==> src/rtl/pgm_serial_pkg.sv <==
package pgm_serial_pkg;
   localparam int CMD_W     = 6;
   localparam int WORD_W    = 14;
   localparam int ADDR_W    = 14;
   localparam int FRAME_LEN = 16;
   localparam int CNT_W     = $clog2(FRAME_LEN + 1);
   localparam logic [ADDR_W-1:0] CFG_BASE = 14'h2000;

   typedef enum logic [CMD_W-1:0] {
      CMD_LD_CFG = 6'h00,
      CMD_LD_DAT = 6'h02,
      CMD_RD_DAT = 6'h04,
      CMD_INC    = 6'h06,
      CMD_BEGIN  = 6'h08,
      CMD_END    = 6'h0E
   } cmd_e;

   typedef enum logic [1:0] {
      PH_CMD,
      PH_LOAD,
      PH_READ
   } phase_e;

   function automatic phase_e phase_after(input logic [CMD_W-1:0] code);
      case (code)
         CMD_LD_CFG, CMD_LD_DAT: phase_after = PH_LOAD;
         CMD_RD_DAT:             phase_after = PH_READ;
         default:                phase_after = PH_CMD;
      endcase
   endfunction
endpackage

==> src/rtl/pgm_edge_sync.sv <==
module pgm_edge_sync #(
   parameter int STAGES = 2
) (
   input  logic clk,
   input  logic rst_n,
   input  logic sck_i,
   input  logic sdi_i,
   output logic rise_o,
   output logic fall_o,
   output logic sdi_o
);
   logic sck_s;
   logic sck_d;

   generate
      if (STAGES > 0) begin : g_sync
         logic [STAGES-1:0] sck_q;
         logic [STAGES-1:0] sdi_q;
         always_ff @(posedge clk or negedge rst_n) begin
            if (!rst_n) begin
               sck_q <= '0;
               sdi_q <= '0;
            end else begin
               sck_q[0] <= sck_i;
               sdi_q[0] <= sdi_i;
               for (int i = 1; i < STAGES; i++) begin
                  sck_q[i] <= sck_q[i-1];
                  sdi_q[i] <= sdi_q[i-1];
               end
            end
         end
         assign sck_s = sck_q[STAGES-1];
         assign sdi_o = sdi_q[STAGES-1];
      end else begin : g_direct
         assign sck_s = sck_i;
         assign sdi_o = sdi_i;
      end
   endgenerate

   always_ff @(posedge clk or negedge rst_n) begin
      if (!rst_n) sck_d <= 1'b0;
      else        sck_d <= sck_s;
   end

   assign rise_o = sck_s & ~sck_d;
   assign fall_o = ~sck_s & sck_d;
endmodule

==> src/rtl/pgm_frame.sv <==
module pgm_frame
   import pgm_serial_pkg::*;
(
   input  logic              clk,
   input  logic              rst_n,
   input  logic              clr,
   input  logic              rise,
   input  logic              fall,
   input  logic              sdi,
   input  logic [WORD_W-1:0] rd_word,
   output logic              cmd_stb,
   output logic [CMD_W-1:0]  cmd_code,
   output logic              ld_stb,
   output logic [WORD_W-1:0] ld_word,
   output logic              sdo,
   output logic              sdo_oe
);
   localparam logic [CNT_W-1:0] K_ONE        = CNT_W'(1);
   localparam logic [CNT_W-1:0] K_TWO        = CNT_W'(2);
   localparam logic [CNT_W-1:0] K_CMD_LAST   = CNT_W'(CMD_W - 1);
   localparam logic [CNT_W-1:0] K_DATA_LAST  = CNT_W'(WORD_W);
   localparam logic [CNT_W-1:0] K_FRAME_LAST = CNT_W'(FRAME_LEN - 1);

   phase_e            phase;
   logic [CNT_W-1:0]  fcnt;
   logic [CNT_W-1:0]  rcnt;
   logic [CMD_W-1:0]  csr;
   logic [WORD_W-1:0] lsr;
   logic [WORD_W-1:0] osr;
   logic [CMD_W-1:0]  cmd_next;

   assign cmd_next = {sdi, csr[CMD_W-1:1]};

   always_ff @(posedge clk or negedge rst_n) begin
      if (!rst_n) begin
         phase    <= PH_CMD;
         fcnt     <= '0;
         rcnt     <= '0;
         csr      <= '0;
         lsr      <= '0;
         osr      <= '0;
         cmd_stb  <= 1'b0;
         cmd_code <= '0;
         ld_stb   <= 1'b0;
         ld_word  <= '0;
         sdo      <= 1'b0;
         sdo_oe   <= 1'b0;
      end else begin
         cmd_stb <= 1'b0;
         ld_stb  <= 1'b0;
         if (clr) begin
            phase  <= PH_CMD;
            fcnt   <= '0;
            rcnt   <= '0;
            sdo    <= 1'b0;
            sdo_oe <= 1'b0;
         end else begin
            case (phase)
               PH_CMD: begin
                  if (fall) begin
                     csr <= cmd_next;
                     if (fcnt == K_CMD_LAST) begin
                        fcnt     <= '0;
                        rcnt     <= '0;
                        cmd_stb  <= 1'b1;
                        cmd_code <= cmd_next;
                        phase    <= phase_after(cmd_next);
                     end else begin
                        fcnt <= fcnt + K_ONE;
                     end
                  end
               end
               PH_LOAD: begin
                  if (fall) begin
                     if (fcnt >= K_ONE && fcnt <= K_DATA_LAST)
                        lsr <= {sdi, lsr[WORD_W-1:1]};
                     if (fcnt == K_FRAME_LAST) begin
                        phase   <= PH_CMD;
                        fcnt    <= '0;
                        ld_stb  <= 1'b1;
                        ld_word <= lsr;
                     end else begin
                        fcnt <= fcnt + K_ONE;
                     end
                  end
               end
               PH_READ: begin
                  if (rise) begin
                     rcnt <= rcnt + K_ONE;
                     if (rcnt == K_ONE) begin
                        sdo_oe <= 1'b1;
                        sdo    <= rd_word[0];
                        osr    <= rd_word >> 1;
                     end else if (rcnt >= K_TWO && rcnt <= K_DATA_LAST) begin
                        sdo <= osr[0];
                        osr <= osr >> 1;
                     end else if (rcnt == K_FRAME_LAST) begin
                        sdo_oe <= 1'b0;
                     end
                  end
                  if (fall) begin
                     if (fcnt == K_FRAME_LAST) begin
                        phase  <= PH_CMD;
                        fcnt   <= '0;
                        sdo_oe <= 1'b0;
                     end else begin
                        fcnt <= fcnt + K_ONE;
                     end
                  end
               end
               default: phase <= PH_CMD;
            endcase
         end
      end
   end
endmodule

==> src/rtl/pgm_addr_ctr.sv <==
module pgm_addr_ctr
   import pgm_serial_pkg::*;
#(
   parameter int USER_WORDS = 2048
) (
   input  logic              clk,
   input  logic              rst_n,
   input  logic              clr,
   input  logic              set_cfg,
   input  logic              inc,
   output logic [ADDR_W-1:0] addr_o
);
   localparam int UW = $clog2(USER_WORDS);

   logic [UW-1:0]       u_inc;
   logic [ADDR_W-2:0]   c_inc;
   logic [ADDR_W-1:0]   nxt;

   assign u_inc = addr_o[UW-1:0] + UW'(1);
   assign c_inc = addr_o[ADDR_W-2:0] + (ADDR_W-1)'(1);

   always_comb begin
      if (addr_o[ADDR_W-1]) nxt = {1'b1, c_inc};
      else                  nxt = {{(ADDR_W-UW){1'b0}}, u_inc};
   end

   always_ff @(posedge clk or negedge rst_n) begin
      if (!rst_n)       addr_o <= '0;
      else if (clr)     addr_o <= '0;
      else if (set_cfg) addr_o <= CFG_BASE;
      else if (inc)     addr_o <= nxt;
   end
endmodule

==> src/rtl/pgm_ctrl.sv <==
module pgm_ctrl
   import pgm_serial_pkg::*;
(
   input  logic              clk,
   input  logic              rst_n,
   input  logic              clr,
   input  logic              cmd_stb,
   input  logic [CMD_W-1:0]  cmd_code,
   input  logic              ld_stb,
   input  logic [WORD_W-1:0] ld_word,
   output logic              set_cfg,
   output logic              inc,
   output logic              mem_we,
   output logic [WORD_W-1:0] mem_wdata
);
   logic armed;
   logic go_begin;
   logic go_end;

   always_comb begin
      set_cfg  = cmd_stb && (cmd_code == CMD_LD_CFG);
      inc      = cmd_stb && (cmd_code == CMD_INC);
      go_begin = cmd_stb && (cmd_code == CMD_BEGIN);
      go_end   = cmd_stb && (cmd_code == CMD_END);
   end

   always_ff @(posedge clk or negedge rst_n) begin
      if (!rst_n) begin
         mem_we    <= 1'b0;
         armed     <= 1'b0;
         mem_wdata <= '0;
      end else if (clr) begin
         mem_we <= 1'b0;
         armed  <= 1'b0;
      end else begin
         if (ld_stb) begin
            mem_wdata <= ld_word;
            armed     <= 1'b1;
         end
         if (go_begin && armed) begin
            mem_we <= 1'b1;
            armed  <= 1'b0;
         end
         if (go_end) mem_we <= 1'b0;
      end
   end
endmodule

==> src/rtl/pgm_serial_target.sv <==
module pgm_serial_target
   import pgm_serial_pkg::*;
#(
   parameter int USER_WORDS  = 2048,
   parameter int SYNC_STAGES = 2
) (
   input  logic        clk,
   input  logic        rst_n,
   input  logic        prog_en,
   input  logic        sck,
   input  logic        sdi,
   output logic        sdo,
   output logic        sdo_oe,
   output logic [13:0] mem_addr,
   output logic [13:0] mem_wdata,
   output logic        mem_we,
   input  logic [13:0] mem_rdata
);
   generate
      if (USER_WORDS < 2 || USER_WORDS > 8192 ||
          (USER_WORDS & (USER_WORDS - 1)) != 0) begin : g_bad_words
         $error("USER_WORDS must be a power of two from 2 to 8192");
      end
      if (SYNC_STAGES < 0 || SYNC_STAGES > 4) begin : g_bad_sync
         $error("SYNC_STAGES must lie in 0..4");
      end
   endgenerate

   logic              clr;
   logic              rise;
   logic              fall;
   logic              sdi_s;
   logic              cmd_stb;
   logic [CMD_W-1:0]  cmd_code;
   logic              ld_stb;
   logic [WORD_W-1:0] ld_word;
   logic              set_cfg;
   logic              inc;

   assign clr = ~prog_en;

   pgm_edge_sync #(.STAGES(SYNC_STAGES)) u_sync (
      .clk    (clk),
      .rst_n  (rst_n),
      .sck_i  (sck),
      .sdi_i  (sdi),
      .rise_o (rise),
      .fall_o (fall),
      .sdi_o  (sdi_s)
   );

   pgm_frame u_frame (
      .clk      (clk),
      .rst_n    (rst_n),
      .clr      (clr),
      .rise     (rise),
      .fall     (fall),
      .sdi      (sdi_s),
      .rd_word  (mem_rdata),
      .cmd_stb  (cmd_stb),
      .cmd_code (cmd_code),
      .ld_stb   (ld_stb),
      .ld_word  (ld_word),
      .sdo      (sdo),
      .sdo_oe   (sdo_oe)
   );

   pgm_ctrl u_ctrl (
      .clk       (clk),
      .rst_n     (rst_n),
      .clr       (clr),
      .cmd_stb   (cmd_stb),
      .cmd_code  (cmd_code),
      .ld_stb    (ld_stb),
      .ld_word   (ld_word),
      .set_cfg   (set_cfg),
      .inc       (inc),
      .mem_we    (mem_we),
      .mem_wdata (mem_wdata)
   );

   pgm_addr_ctr #(.USER_WORDS(USER_WORDS)) u_addr (
      .clk     (clk),
      .rst_n   (rst_n),
      .clr     (clr),
      .set_cfg (set_cfg),
      .inc     (inc),
      .addr_o  (mem_addr)
   );
endmodule

==> config.mk <==
export PLATFORM = sky130hd
export DESIGN_NAME = pgm_serial_target
export DESIGN_NICKNAME = d
export VERILOG_FILES = /design/src/rtl/pgm_serial_pkg.sv /design/src/rtl/pgm_edge_sync.sv /design/src/rtl/pgm_frame.sv /design/src/rtl/pgm_addr_ctr.sv /design/src/rtl/pgm_ctrl.sv /design/src/rtl/pgm_serial_target.sv
export SDC_FILE = /design/constraint.sdc
export NUM_CORES = 1
export LEC_CHECK = 0
export BUFFER_PORTS_ARGS = -buffer_cell sky130_fd_sc_hd__buf_2
export CORE_ASPECT_RATIO = 1.4
export CORE_MARGIN = 5
export CORE_UTILIZATION = 58
export DETAILED_ROUTE_END_ITERATION = 8
export PLACE_DENSITY_LB_ADDON = 0.05
export RECOVER_POWER = 25
export SLEW_MARGIN = 20
export SYNTH_ARGS = -nofsm -noshare
export SYNTH_HDL_FRONTEND = slang
export SYNTH_SLANG_ARGS = --single-unit
export TNS_END_PERCENT = 1
==> constraint.sdc <==
create_clock -name clk -period 2.9 [get_ports clk]
set_input_delay 0.58 -clock clk [delete_from_list [all_inputs] [get_ports clk]]
set_output_delay 0.58 -clock clk [all_outputs]
set_load 0.02 [all_outputs]
==> results.toml <==
[global_route]
grt_max_degree = 60
grt_pass1_wl_mm = 15.0
overflow = 0
antenna_found_initial = 0
grt_usage = 0.188
grt_pass1_vias = 3194

[place]
place.gp.congestion = 0.821
placed_cells = 525
port_buffers = 49
hpwl_mm = 5.99

[floorplan]
die_area_um2 = 10100
core-area_um2 = 8050
initial_utilization = 0.587
ios = 50
die_h_um = 117
die_w_um = 86.3
row_count = 39

[detailed_routing]
drt_first_iter_violations = 136
vias_per_cell = 5.64
routed.top_layer = "met4"
drt-met1-wl_mm = 3.68
vias = 3050
wl_met3_um = 305
wire_per_inst_um = 15.6
wl_met2_mm = 4.28
routed_wl_mm = 8.43
detail_route.first_pass.iterations = 4
drcViolationCount = 0
ant_nets = 0

[power_and_ir_drop]
powerDensity_nw_per_um2 = 524
power_frac_clock = 0.428
p_seq_frac = 0.533
leakagePower_nw = 2.71
swShare = 0.216
p_sw_mw = 0.610
ir_drop_v = 0.000405
p_comb_frac = 0.039
internal_power_mw = 2.21

[synthesis]
synth_commonest_cells = "dfrtp_1 (103), mux2_2 (76), nand2_1 (29)"
syn_nets = 413
synth_edf_count = 0
yosysTopAreaCell = "dfrtp_1"
ys_ff_latch = 103
async_flop_share = 1.00
yosysMostFrequentCell = "dfrtp_1"
ys_types = 51
yosysSeqAreaShare = 0.545
syn_area_um2 = 4730
synthFlopType = "dfrtp_1"
syn_inst = 381
synthTopCellsByArea = "dfrtp_1 (55%), mux2_2 (18%), ha_1 (3.4%)"
avgSynthCellArea_um2 = 12.4
synth_top_area_frac = 0.545
ys_warn_count = 0

[timing]
period_minus_slack_ps = 2220
max_freq_ghz = 0.451
slew_headroom = 0.0507
hold_viol_final = 0
finalSetupViolCount = 0
finalMaxSlewViolations = 0
finalHoldWorstSlack_ps = 344
finalSetupTns_ps = 0
fin_skew_ps = 8.00
worstMarginPinSlew_ps = 1420
rsz0062_at_grt = "false"
fin_crit_sh = 0.764

[clocking]
cts_inserted_buffers = 9
clock_sinks = 103
path_clk_slew_ps = 70
ctsResizeCount = 0
cts_tree = "done"
cts_hold_buf = 0
post_cts_buffers = 0
htreeDepth = 3
root_buffer = "clkbuf_16"
clk_path_buf_depth = 2
clk_latency_ps = 340

[final_layout]
layout-drive-gt1-share = 0.344
num_antenna_cells = 0
stdcell_count = 541
fin_nets = 466
syn2layout_area_growth_pct = 14.1

[worst_hold_path]
whs_path_depth = 0
hold_path_class = "reg2reg"

[worst_setup_path]
endpoint_kind = "flip-flop"
crit_type = "reg2reg"
startpoint_type = "flip-flop"
worstPathArrival_ps = 2480
cp.required_ps = 3160
crit_path_max_fanout = 8
rr_worst_depth = 6

[flow_run]
max-cap-violations = 0

[status]
status = "finished, final reports clean"
==> metrics by stage <==
step                cell area [um^2]  utilization  power (mW)  worst slack (ps)
floorplan                       4730            -        1.58               852
CTS                             5400        0.670        2.85               687
detailed placement              5100        0.633        1.65               696
finish                          5390        0.670        2.82               683
global placement                5100        0.633        1.64               781
global route                    5390        0.670        2.95               496
==> worst max-delay path, cell delays in order (launching register included) <==
cell and delay (ps):
dfrtp_1 440, inv_1 90, ha_1 280, or4b_1 530
o211a_1 290, or3b_1 360, a21oi_1 150
==> final timing paths <==
path / startpoint / endpoint / slack (ps)
worst max-delay path: u_frame.phase[0] / u_frame.rcnt[4] / 680
worst min-delay path: u_sync.g_sync.sdi_q[0] / u_sync.g_sync.sdi_q[1] / 340
worst max register to register: u_frame.phase[0] / u_frame.rcnt[4] / 680
worst min register to register: u_sync.g_sync.sdi_q[0] / u_sync.g_sync.sdi_q[1] / 340
max in group asynchronous: rst_n / u_frame.osr[11] / 1390
min in group asynchronous: rst_n / u_addr.addr_o[0] / 550
==> layer usage <==
metal	track usage	vias up
met4	0.0811	0
met5	0	-
li1	-	1484
met1	0.232	1504
met3	0.0385	14
met2	0.321	48
==> power groups by stage <==
stage / Combinational (mW) / Clock [mW] / Sequential, mW
after floorplan: 0.0571 / 0 / 1.52
after global placement: 0.112 / 0 / 1.53
after detailed placement: 0.113 / 0 / 1.53
after CTS: 0.114 / 1.24 / 1.51
after global routing: 0.127 / 1.31 / 1.51
final: 0.110 / 1.21 / 1.51
==> layout make-up <==
class | count | area [um^2]
Clock inverter | 5 | 56.3
Clock buffer | 11 | 243
Timing Repair Buffer | 55 | 303
Fill cell | 633 | 2660
Sequential cell | 103 | 2580
Tap cell | 102 | 128
Multi-Input combinational cell | 252 | 2040
Inverter | 13 | 48.8
==> layout by cell type, fill, tap and decap left out, types with 2 or more instances in the layout <==
| cell type | Yosys | final |
|---|---|---|
| dfrtp_1 | 103 | 103 |
| mux2_2 | 76 | 76 |
| buf_2 | 5 | 48 |
| nand2_1 | 29 | 29 |
| nor2_1 | 15 | 15 |
| inv_1 | 13 | 13 |
| ha_1 | 13 | 13 |
| a21oi_1 | 12 | 12 |
| o21ai_0 | 12 | 12 |
| nand3_1 | 10 | 10 |
| clkbuf_16 | 0 | 9 |
| mux2i_1 | 6 | 6 |
| nand4_1 | 5 | 5 |
| xor2_1 | 5 | 5 |
| o211ai_1 | 5 | 5 |
| or4_1 | 5 | 5 |
| buf_4 | 2 | 5 |
| and2_1 | 4 | 4 |
| or3_1 | 4 | 4 |
| nor4_1 | 4 | 4 |
| nand3b_1 | 3 | 3 |
| nand4b_1 | 3 | 3 |
| a31oi_1 | 3 | 3 |
| nor2b_1 | 3 | 3 |
| and3_1 | 2 | 2 |
| a21o_1 | 2 | 2 |
| and3b_1 | 2 | 2 |
| nand2b_1 | 2 | 2 |
| or4b_1 | 2 | 2 |
| or3b_1 | 2 | 2 |
| and4_1 | 2 | 2 |
| o31ai_1 | 2 | 2 |
| and4b_1 | 2 | 2 |
| clkinv_2 | 0 | 2 |
==> state kept, by name (all words and copies together) (netlist names), 2 cells and up <==
register,count
u_sync.g_sync.sck_q,2
u_sync.g_sync.sdi_q,2
u_frame.ld_word,14
u_frame.cmd_code,6
u_frame.phase,2
u_frame.lsr,14
u_addr.addr_o,14
u_ctrl.mem_wdata,14
u_frame.osr,13
u_frame.fcnt,5
u_frame.rcnt,5
u_frame.csr,5
==> cells by family after synthesis <==
| logic type | share of synthesized area |
|---|---|
| buffers and inverters | 0.0236 |
| xor gates and xnor gates | 0.00927 |
| adders and majority gates | 0.0344 |
| AOI/OAI and AO/OA | 0.0612 |
| DFF | 0.545 |
| and+or+nand+nor | 0.132 |
| muxes | 0.194 |
Power figures use the tool's default switching activity.
